<file path="config.mk">
export PLATFORM = sky130hd
export DESIGN_NAME = acc_timing_calc
export DESIGN_NICKNAME = d
export VERILOG_FILES = /design/src/rtl/acc_timing_pkg.sv /design/src/rtl/acc_seq_divider.sv /design/src/rtl/acc_cycle_split.sv /design/src/rtl/acc_timing_calc.sv
export SDC_FILE = /design/constraint.sdc
export NUM_CORES = 1
export LEC_CHECK = 0
export BUFFER_PORTS_ARGS = -buffer_cell sky130_fd_sc_hd__buf_2
export CELL_PAD_IN_SITES_DETAIL_PLACEMENT = 0
export CELL_PAD_IN_SITES_GLOBAL_PLACEMENT = 1
export CORE_ASPECT_RATIO = 0.6
export CORE_MARGIN = 2
export CORE_UTILIZATION = 30
export DETAILED_ROUTE_END_ITERATION = 12
export PLACE_DENSITY = 0.62
export SYNTH_ARGS = -nofsm -noshare
export SYNTH_HDL_FRONTEND = slang
export SYNTH_SLANG_ARGS = --single-unit
</file>
<file path="constraint.sdc">
create_clock -name clk_i -period 9.6 [get_ports clk_i]
set_input_delay 0.96 -clock clk_i [delete_from_list [all_inputs] [get_ports clk_i]]
set_output_delay 0.96 -clock clk_i [all_outputs]
set_load 0.1 [all_outputs]
</file>
<file path="src/rtl/acc_timing_pkg.sv">
package acc_timing_pkg;

    typedef enum logic [0:0] {
        ST_IDLE = 1'b0,
        ST_RUN  = 1'b1
    } calc_state_e;

endpackage

</file>
<file path="src/rtl/acc_seq_divider.sv">
// Restoring divider by a constant, one quotient bit per clock.
module acc_seq_divider #(
    parameter int W       = 34,
    parameter int DIVISOR = 100000
) (
    input  logic         clk_i,
    input  logic         rst_ni,
    input  logic         start_i,
    input  logic [W-1:0] dividend_i,
    output logic [W-1:0] quotient_o,
    output logic         done_o
);
    localparam int DV_W  = $clog2(DIVISOR + 1);
    localparam int CNT_W = $clog2(W);

    typedef struct packed {
        logic             busy;
        logic [CNT_W-1:0] cnt;
        logic [DV_W-1:0]  rem;
        logic [W-1:0]     quo;
        logic             done;
    } div_s;

    div_s r_q, r_d;
    logic [DV_W:0] trial;
    logic          fits;

    always_comb begin
        r_d   = r_q;
        r_d.done = 1'b0;
        trial = {r_q.rem, r_q.quo[W-1]};
        fits  = trial >= (DV_W + 1)'(DIVISOR);
        if (!r_q.busy) begin
            if (start_i) begin
                r_d.busy = 1'b1;
                r_d.cnt  = '0;
                r_d.rem  = '0;
                r_d.quo  = dividend_i;
            end
        end else begin
            if (fits) begin
                r_d.rem = DV_W'(trial - (DV_W + 1)'(DIVISOR));
            end else begin
                r_d.rem = trial[DV_W-1:0];
            end
            r_d.quo = {r_q.quo[W-2:0], fits};
            if (r_q.cnt == CNT_W'(W - 1)) begin
                r_d.busy = 1'b0;
                r_d.done = 1'b1;
            end else begin
                r_d.cnt = r_q.cnt + 1'b1;
            end
        end
    end

    always_ff @(posedge clk_i) begin
        if (!rst_ni) begin
            r_q <= '0;
        end else begin
            r_q <= r_d;
        end
    end

    assign quotient_o = r_q.quo;
    assign done_o     = r_q.done;

endmodule

</file>
<file path="src/rtl/acc_cycle_split.sv">
// Splits a cycle total 1/7 : 5/7 : 1/7, remainder into setup.
module acc_cycle_split #(
    parameter int FLD_W = 6
) (
    input  logic [FLD_W-1:0] total_i,
    output logic [FLD_W-1:0] setup_o,
    output logic [FLD_W-1:0] strobe_o,
    output logic [FLD_W-1:0] hold_o
);
    localparam int WIDE_W = FLD_W + 3;

    logic [WIDE_W-1:0] five_x;
    logic [WIDE_W-1:0] strobe_w;
    logic [FLD_W-1:0]  seventh;

    always_comb begin
        five_x   = WIDE_W'(total_i) * WIDE_W'(5);
        strobe_w = five_x / WIDE_W'(7);
        seventh  = total_i / FLD_W'(7);
        hold_o   = seventh;
        strobe_o = strobe_w[FLD_W-1:0];
        setup_o  = total_i - seventh - strobe_w[FLD_W-1:0];
    end

endmodule

</file>
<file path="src/rtl/acc_timing_calc.sv">
module acc_timing_calc
    import acc_timing_pkg::*;
#(
    parameter int NS_W           = 16,
    parameter int MHZ_W          = 10,
    parameter int FLD_W          = 6,
    parameter int IO_DEFAULT_NS  = 255,
    parameter int MEM_DEFAULT_NS = 100,
    parameter int STRETCH_PCT    = 180,
    parameter int SCALE_DIV      = 100000
) (
    input  logic             clk_i,
    input  logic             rst_ni,
    input  logic             start_i,
    input  logic [NS_W-1:0]  access_ns_i,
    input  logic             is_io_i,
    input  logic [MHZ_W-1:0] bus_mhz_i,
    input  logic [FLD_W-1:0] limit_i,
    output logic [FLD_W-1:0] setup_o,
    output logic [FLD_W-1:0] strobe_o,
    output logic [FLD_W-1:0] hold_o,
    output logic             clamped_o,
    output logic             done_o
);
    localparam int STR_W  = $clog2(STRETCH_PCT + 1);
    localparam int PROD_W = NS_W + MHZ_W + STR_W;

    typedef struct packed {
        calc_state_e      st;
        logic [FLD_W-1:0] lim;
        logic [FLD_W-1:0] setup;
        logic [FLD_W-1:0] strobe;
        logic [FLD_W-1:0] hold;
        logic             clamped;
        logic             done;
    } calc_s;

    calc_s r_q, r_d;

    logic [NS_W-1:0]   eff_ns;
    logic [PROD_W-1:0] product;
    logic              div_start;
    logic [PROD_W-1:0] quotient;
    logic              div_done;
    logic              over;
    logic [FLD_W-1:0]  lim_m1;
    logic [FLD_W-1:0]  total;
    logic [FLD_W-1:0]  sp_setup, sp_strobe, sp_hold;

    // Signals observed by the bound checker.
    logic              calc_busy;
    logic [FLD_W-1:0]  lim_q;

    always_comb begin
        if (access_ns_i == '0) begin
            eff_ns = is_io_i ? NS_W'(IO_DEFAULT_NS) : NS_W'(MEM_DEFAULT_NS);
        end else begin
            eff_ns = access_ns_i;
        end
        product   = PROD_W'(eff_ns) * PROD_W'(bus_mhz_i) * PROD_W'(STRETCH_PCT);
        div_start = (r_q.st == ST_IDLE) && start_i;
    end

    acc_seq_divider #(
        .W       (PROD_W),
        .DIVISOR (SCALE_DIV)
    ) i_div (
        .clk_i      (clk_i),
        .rst_ni     (rst_ni),
        .start_i    (div_start),
        .dividend_i (product),
        .quotient_o (quotient),
        .done_o     (div_done)
    );

    always_comb begin
        over   = quotient >= PROD_W'(r_q.lim);
        lim_m1 = (r_q.lim == '0) ? '0 : r_q.lim - 1'b1;
        total  = over ? lim_m1 : quotient[FLD_W-1:0];
    end

    acc_cycle_split #(
        .FLD_W (FLD_W)
    ) i_split (
        .total_i  (total),
        .setup_o  (sp_setup),
        .strobe_o (sp_strobe),
        .hold_o   (sp_hold)
    );

    always_comb begin
        r_d      = r_q;
        r_d.done = 1'b0;
        case (r_q.st)
            ST_IDLE: begin
                if (start_i) begin
                    r_d.st  = ST_RUN;
                    r_d.lim = limit_i;
                end
            end
            ST_RUN: begin
                if (div_done) begin
                    r_d.st      = ST_IDLE;
                    r_d.setup   = sp_setup;
                    r_d.strobe  = sp_strobe;
                    r_d.hold    = sp_hold;
                    r_d.clamped = over;
                    r_d.done    = 1'b1;
                end
            end
            default: r_d.st = ST_IDLE;
        endcase
    end

    always_ff @(posedge clk_i) begin
        if (!rst_ni) begin
            r_q <= '0;
        end else begin
            r_q <= r_d;
        end
    end

    assign setup_o   = r_q.setup;
    assign strobe_o  = r_q.strobe;
    assign hold_o    = r_q.hold;
    assign clamped_o = r_q.clamped;
    assign done_o    = r_q.done;
    assign calc_busy = (r_q.st == ST_RUN);
    assign lim_q     = r_q.lim;

endmodule

</file>
==> impl_metrics.env, run 1 <==
export IMPL_synth_most_common_cell="nand2_1"
export IMPL_hp_class="flip-flop to flip-flop"
export IMPL_viasPerCell=4.88
export IMPL_num_rows=58
export IMPL_crit_arrival_ps=9860
export IMPL_max_stage_delay_ps=520
export IMPL_coreArea_um2=42200
export IMPL_ios=56
export IMPL_finalSetupTns_ps=0
export IMPL_cp_common_cell="fa_1"
export IMPL_die_area_um2=44900
export IMPL_worst_path_max_delay_cell="fa_1"
export IMPL_hold_violations=0
export IMPL_drv_slew=0
export IMPL_vias=11400
export IMPL_dpl_hpwl_mm=28.3
export IMPL_seq_area_frac_synth=0.130
export IMPL_end_kind="flip-flop"
export IMPL_ctsHtreeMaxLevel=3
export IMPL_drc=0
export IMPL_cts_max_path_buffers=2
export IMPL_synth_top_family_by_area="adder cells"
export IMPL_numCtsBuffers=9
export IMPL_ys_seq_elements=84
export IMPL_rsz0062_at_grt="true"
export IMPL_synth_ff_type="dfxtp_1"
export IMPL_relSlewSlack=0.311
export IMPL_synthCells=1538
export IMPL_syn_to_final_growth_pct=26.9
export IMPL_required_ps=9870
export IMPL_synthArstFlopShare=0
export IMPL_drt_total_wl_mm=34.7
export IMPL_syn_avg_cell_area_um2=8.41
export IMPL_place_ws_ps=-761
export IMPL_antenna_found_initial=0
export IMPL_clock_sinks=84
export IMPL_muxShareOfSynthArea=0.0157
export IMPL_grt_pass1_vias=11000
export IMPL_ant_nets=0
export IMPL_drv_cap=0
export IMPL_synth_simple_area_share=0.192
export IMPL_grt_pass1_wl_mm=57.5
export IMPL_max_freq_mhz=104
export IMPL_dr_pass1_iters=5
export IMPL_synthTopCellsByArea="fa_1, ha_1, dfxtp_1"
export IMPL_syn_area_um2=12900
export IMPL_die_h_um=165
export IMPL_status="complete, no violations"
export IMPL_critPathLaunchType="input pin"
export IMPL_first_iter_violations=549
export IMPL_gp_congestion=0.807
export IMPL_cts_root_buf="clkbuf_16"
export IMPL_grt_total_usage=0.156
export IMPL_yosys_area_share_xor_xnor=0.0460
export IMPL_grt_max_degree=51
export IMPL_drive_gt1_frac=0.242
export IMPL_netlist_top_cells_count="nand2_1, inv_1, fa_1, ha_1, a21oi_1"
export IMPL_fin_crit_ps=9590
export IMPL_grt_overflow=0
export IMPL_portBuffers=53
export IMPL_fin_nets=2107
export IMPL_synth_top_cell_area_share=0.249
export IMPL_fin_worst_skew_ps=9.02
export IMPL_synth_compound_area_share=0.152
export IMPL_synthAdderAreaFrac=0.395
export IMPL_cts_clk_slew_worst_paths_ps=60
export IMPL_fp_dieW_um=272
export IMPL_min_period_over_period=0.999
export IMPL_synth_edf_count=0
export IMPL_worst_pin_slew_ps=1030
export IMPL_antenna_cells=0
export IMPL_path_max_fanout=5
export IMPL_yosys_warnings=0
export IMPL_fillers=4310
export IMPL_post_drt_wl_per_cell_um=14.9
export IMPL_clk_latency_ps=340
export IMPL_worstSetupPathType="input pin to flip-flop"
export IMPL_ys_types=78
export IMPL_synth_largest_area_cell="fa_1"
export IMPL_worst_slack_ps=12.9
export IMPL_setup_viol=0
export IMPL_cts_tree="yes"
export IMPL_final_core_util=0.389
export IMPL_start_util=0.306
## what timing repair did
| action | CTS | global route |
|---|---|---|
| setup endpoints to repair | 10 | 13 |
| endpoints found under the hold margin | 0 | 0 |
| buffers inserted | 16 | 15 |
| hold buffers | 0 | 0 |
| gates resized for setup | 69 | 97 |
| pin swaps | 49 | 109 |
## metrics by stage
stage                     instances  hold WS [ps]  instance area, um2
after floorplan                1539           434               12900
after global placement         2289           440               15100
after detailed placement       2289           447               15100
after CTS                      2320           456               15800
after global routing           2333           475               16400
final                          2333           456               16400
## state kept, by name (all words and copies together) (netlist names)
signal and flops:
i_div.quotient_o 34, i_div.r_q 24, lim_q 6, setup_o 6, strobe_o 6, hold_o 4
calc_busy 1, clamped_o 1, done_o 1, i_div.done_o 1
## logic make-up after synthesis
family                     after synthesis
buffers and inverters                  232
AOI/OAI and AO/OA                      300
xor gates and xnor gates                68
adders and majority gates              312
and+or+nand+nor                        522
other                                    1
muxes                                   19
DFF                                     84
## critical path, delay by kind of cell
kind	cells	cell delay, ps
adder cells (fa/ha/maj)	10	3970
XOR/XNOR	2	220
buffers and inverters	10	850
AO/OA/AOI/OAI	8	1830
AND/OR/NAND/NOR	10	2030
## routing by layer
layer  routed length [um]  vias up  part of all wire  GRT usage
li1                     -     5628                 -          -
met1                20000     5581              0.58      0.265
met2                13500      169              0.39      0.212
met3                 1140        9             0.033     0.0158
met4                   79        0            0.0023     0.0125
met5                    0        -                 0          0
## worst paths after layout
check,startpoint,to,slack [ps],cells after the start
worst max-delay path,access_ns_i[3],i_div.quotient_o[32]$_SDFFE_PN0P_,10,40
worst min-delay path,setup_o[5]$_SDFFE_PN0P_,setup_o[5]$_SDFFE_PN0P_,460,2
worst max register to register,i_div.quotient_o[5]$_SDFFE_PN0P_,setup_o[5]$_SDFFE_PN0P_,980,33
worst min register to register,setup_o[5]$_SDFFE_PN0P_,setup_o[5]$_SDFFE_PN0P_,460,2
## cell usage in the layout (no fill, tap or decap), drive strengths merged, types with 5 or more instances in the layout
cell type,netlist,layout
buf,9,275
nand2,201,201
inv,165,165
fa,161,161
ha,151,151
a21oi,106,106
nor2,102,102
dfxtp,84,84
and2,67,67
o21ai,53,53
xnor2,51,51
nor3,35,35
nand3,23,23
a211oi,23,23
nor2b,18,18
xor2,17,17
nor4,16,16
o21a,13,13
a21o,12,12
mux2i,12,12
nand2b,12,12
clkbuf,57,11
o211ai,10,10
and3,10,10
or3,10,10
a22o,8,8
o211a,8,8
a31oi,8,8
mux2,7,7
o21bai,7,7
or2,7,7
o31ai,6,6
o311a,5,5
o22ai,5,5
a311oi,5,5
## area by class of cell
| cell class | instances | area [um2] | share of cell area |
|---|---|---|---|
| Clock inverter | 4 | 73.8 | 0.00449 |
| Inverter | 166 | 626 | 0.0381 |
| Sequential cell | 84 | 1680 | 0.102 |
| Multi-Input combinational cell | 1223 | 11100 | 0.675 |
| Clock buffer | 11 | 243 | 0.0148 |
| Tap cell | 570 | 713 | 0.0434 |
| Timing Repair Buffer | 275 | 2000 | 0.122 |
Power of run 1 is not shown: default switching activity piles up to over one toggle a cycle in this logic, so the estimate is an artifact.
==> inputs of run 2 (changes only) <==
SYNTH_HIERARCHICAL = 1   (was unset)
==> run 2 against run 1 <==
Worst setup slack improved by 61 ps. Sequential share of layout area fell by 0.55 points. Count of clock-buffer cells in the layout fell by 2. Non-clock buffer count fell by 20. Critical path depth rose by 4.
==> impl_metrics.env, run 2 <==
export IMPL_numCtsBuffers=9
export IMPL_largest_reg_flops=34
export IMPL_netlist_top_cells_count="inv_1, nor2_1, ha_1, fa_1, nand2_1"
export IMPL_cp_common_cell="fa_1"
export IMPL_synth_edf_count=0
export IMPL_antenna_found_initial=1
export IMPL_reg2reg_slack_ps=1080
export IMPL_fin_worst_skew_ps=12.5
export IMPL_worst_path_max_delay_cell="fa_1"
export IMPL_coreArea_um2=47600
export IMPL_min_period_over_period=0.992
export IMPL_viasPerCell=4.77
export IMPL_ios=56
export IMPL_cts_clk_slew_worst_paths_ps=80
export IMPL_clock_sinks=86
export IMPL_start_util=0.303
export IMPL_first_iter_violations=602
export IMPL_yosys_warnings=6
export IMPL_setup_viol=0
export IMPL_cts_max_path_buffers=2
export IMPL_relSlewSlack=0.460
export IMPL_cts_tree="yes"
export IMPL_drv_cap=0
export IMPL_synth_ff_type="dfxtp_1"
export IMPL_crit_arrival_ps=9750
export IMPL_hold_violations=0
export IMPL_seq_area_frac_synth=0.119
export IMPL_synthTopCellsByArea="fa_1, ha_1, dfxtp_1"
export IMPL_end_kind="flip-flop"
export IMPL_dpl_hpwl_mm=30.1
export IMPL_worst_pin_slew_ps=809
export IMPL_hold_buffers=0
export IMPL_synthCells=1739
export IMPL_path_max_fanout=5
export IMPL_synthArstFlopShare=0
export IMPL_cts_root_buf="clkbuf_16"
export IMPL_fp_dieW_um=287
export IMPL_die_area_um2=49900
export IMPL_drc=0
export IMPL_critPathLaunchType="input pin"
export IMPL_fin_nets=2246
export IMPL_hp_class="flip-flop to flip-flop"
export IMPL_ys_types=101
export IMPL_ctsHtreeMaxLevel=3
export IMPL_die_h_um=174
export IMPL_synth_most_common_cell="inv_1"
export IMPL_max_freq_mhz=105
export IMPL_portBuffers=55
export IMPL_drive_gt1_frac=0.242
export IMPL_grt_pass1_wl_mm=61.7
export IMPL_final_common_cell="inv_1"
export IMPL_grt_max_degree=81
export IMPL_syn_avg_cell_area_um2=8.30
export IMPL_vias=12100
export IMPL_rsz0062_at_grt="true"
export IMPL_ant_nets=0
export IMPL_fin_crit_ps=9530
export IMPL_grt_overflow=0
export IMPL_syn_to_final_growth_pct=23.3
export IMPL_grt_pass1_vias=11900
export IMPL_synth_largest_area_cell="fa_1"
export IMPL_gp_congestion=0.821
export IMPL_fillers=4923
export IMPL_worstSetupPathType="input pin to flip-flop"
export IMPL_final_core_util=0.373
export IMPL_antenna_cells=0
export IMPL_grt_total_usage=0.149
export IMPL_clk_latency_ps=360
export IMPL_drv_slew=0
export IMPL_required_ps=9820
export IMPL_dr_pass1_iters=4
export IMPL_final_cell_mix="inv_1, buf_4, nor2_1, fa_1, ha_1"
export IMPL_max_stage_delay_ps=540
export IMPL_syn_area_um2=14400
export IMPL_post_drt_wl_per_cell_um=14.7
export IMPL_drt_total_wl_mm=37.4
export IMPL_synth_top_cell_area_share=0.212
export IMPL_ys_seq_elements=86
export IMPL_num_rows=62
export IMPL_status="complete, no violations"
## run 2: changes by cell type after synthesis, sizes merged, moves of 9 or more
cell	before	now
a21oi	106	121
mux2i	12	38
a21o	12	23
nor2	102	162
a22o	8	20
nor3	35	23
xnor2	51	62
buf	9	47
inv	165	247
nand2	201	140
nand2b	12	21
## run 2: per-stage QoR
step	setup slack, ps	std cells	hold slack (ps)	area (um2)	TNS, ps
2_1_floorplan	3.18	1741	453	14500	0
3_3_place_gp	-669	2507	456	16300	-4740
3_5_place_dp	-702	2507	459	16300	-5380
4_1_cts	4.89	2535	482	17100	0
5_1_grt	-355	2546	505	17800	-1690
6_report	73.5	2546	476	17800	0
## run 2: area by class of cell
cell class	count	area, um2	area share
clock buffers	9	225	0.0127
flip-flops and latches	86	1720	0.0968
repair buffers	255	1900	0.107
well taps	640	801	0.0450
multi-input cells	1302	12100	0.681
clock inverters	7	92.6	0.00520
inverters	247	930	0.0523
## run 2: metal layers
metal | share of wire | GRT usage | wire [um]
met1 | 0.57 | 0.249 | 21100
met2 | 0.41 | 0.206 | 15200
met3 | 0.024 | 0.0172 | 911
met4 | 0.0025 | 0.0124 | 92
met5 | 0 | 0 | 0
## run 2: final timing paths
check | from | endpoint | depth (start not counted)
hold reg to reg | hold_o[4]$_SDFFE_PN0P_ | hold_o[4]$_SDFFE_PN0P_ | 1
setup reg to reg | lim_q[5]$_SDFFE_PN0P_ | setup_o[5]$_SDFFE_PN0P_ | 36
hold / removal | hold_o[4]$_SDFFE_PN0P_ | hold_o[4]$_SDFFE_PN0P_ | 1
setup / recovery | access_ns_i[8] | i_div/quotient_o[33]$_SDFFE_PN0P_ | 44
## run 2: timing repair
item,in CTS,in global routing
cloned,0,0
setup endpoints to repair,8,13
resized for setup,62,131
pin swaps,51,108
buffers inserted,13,12
## run 2: cell families after synthesis
kind of cell,after synthesis,share of synthesized area
and+or+nand+nor,526,0.183
buffers and inverters,353,0.104
AOI/OAI and AO/OA,334,0.162
adders and majority gates,310,0.348
xor gates and xnor gates,87,0.0539
DFF,86,0.119
muxes,41,0.0287
other,2,0.000521
## run 2: critical path: cells and delay by family
kind | cells | cell delay [ps]
xor+xnor | 2 | 250
mux | 1 | 130
buf+inv | 9 | 670
compound gates | 9 | 1880
fa+ha+maj | 10 | 4160
simple gates | 13 | 1670
Power of run 2 is left out for the same reason.
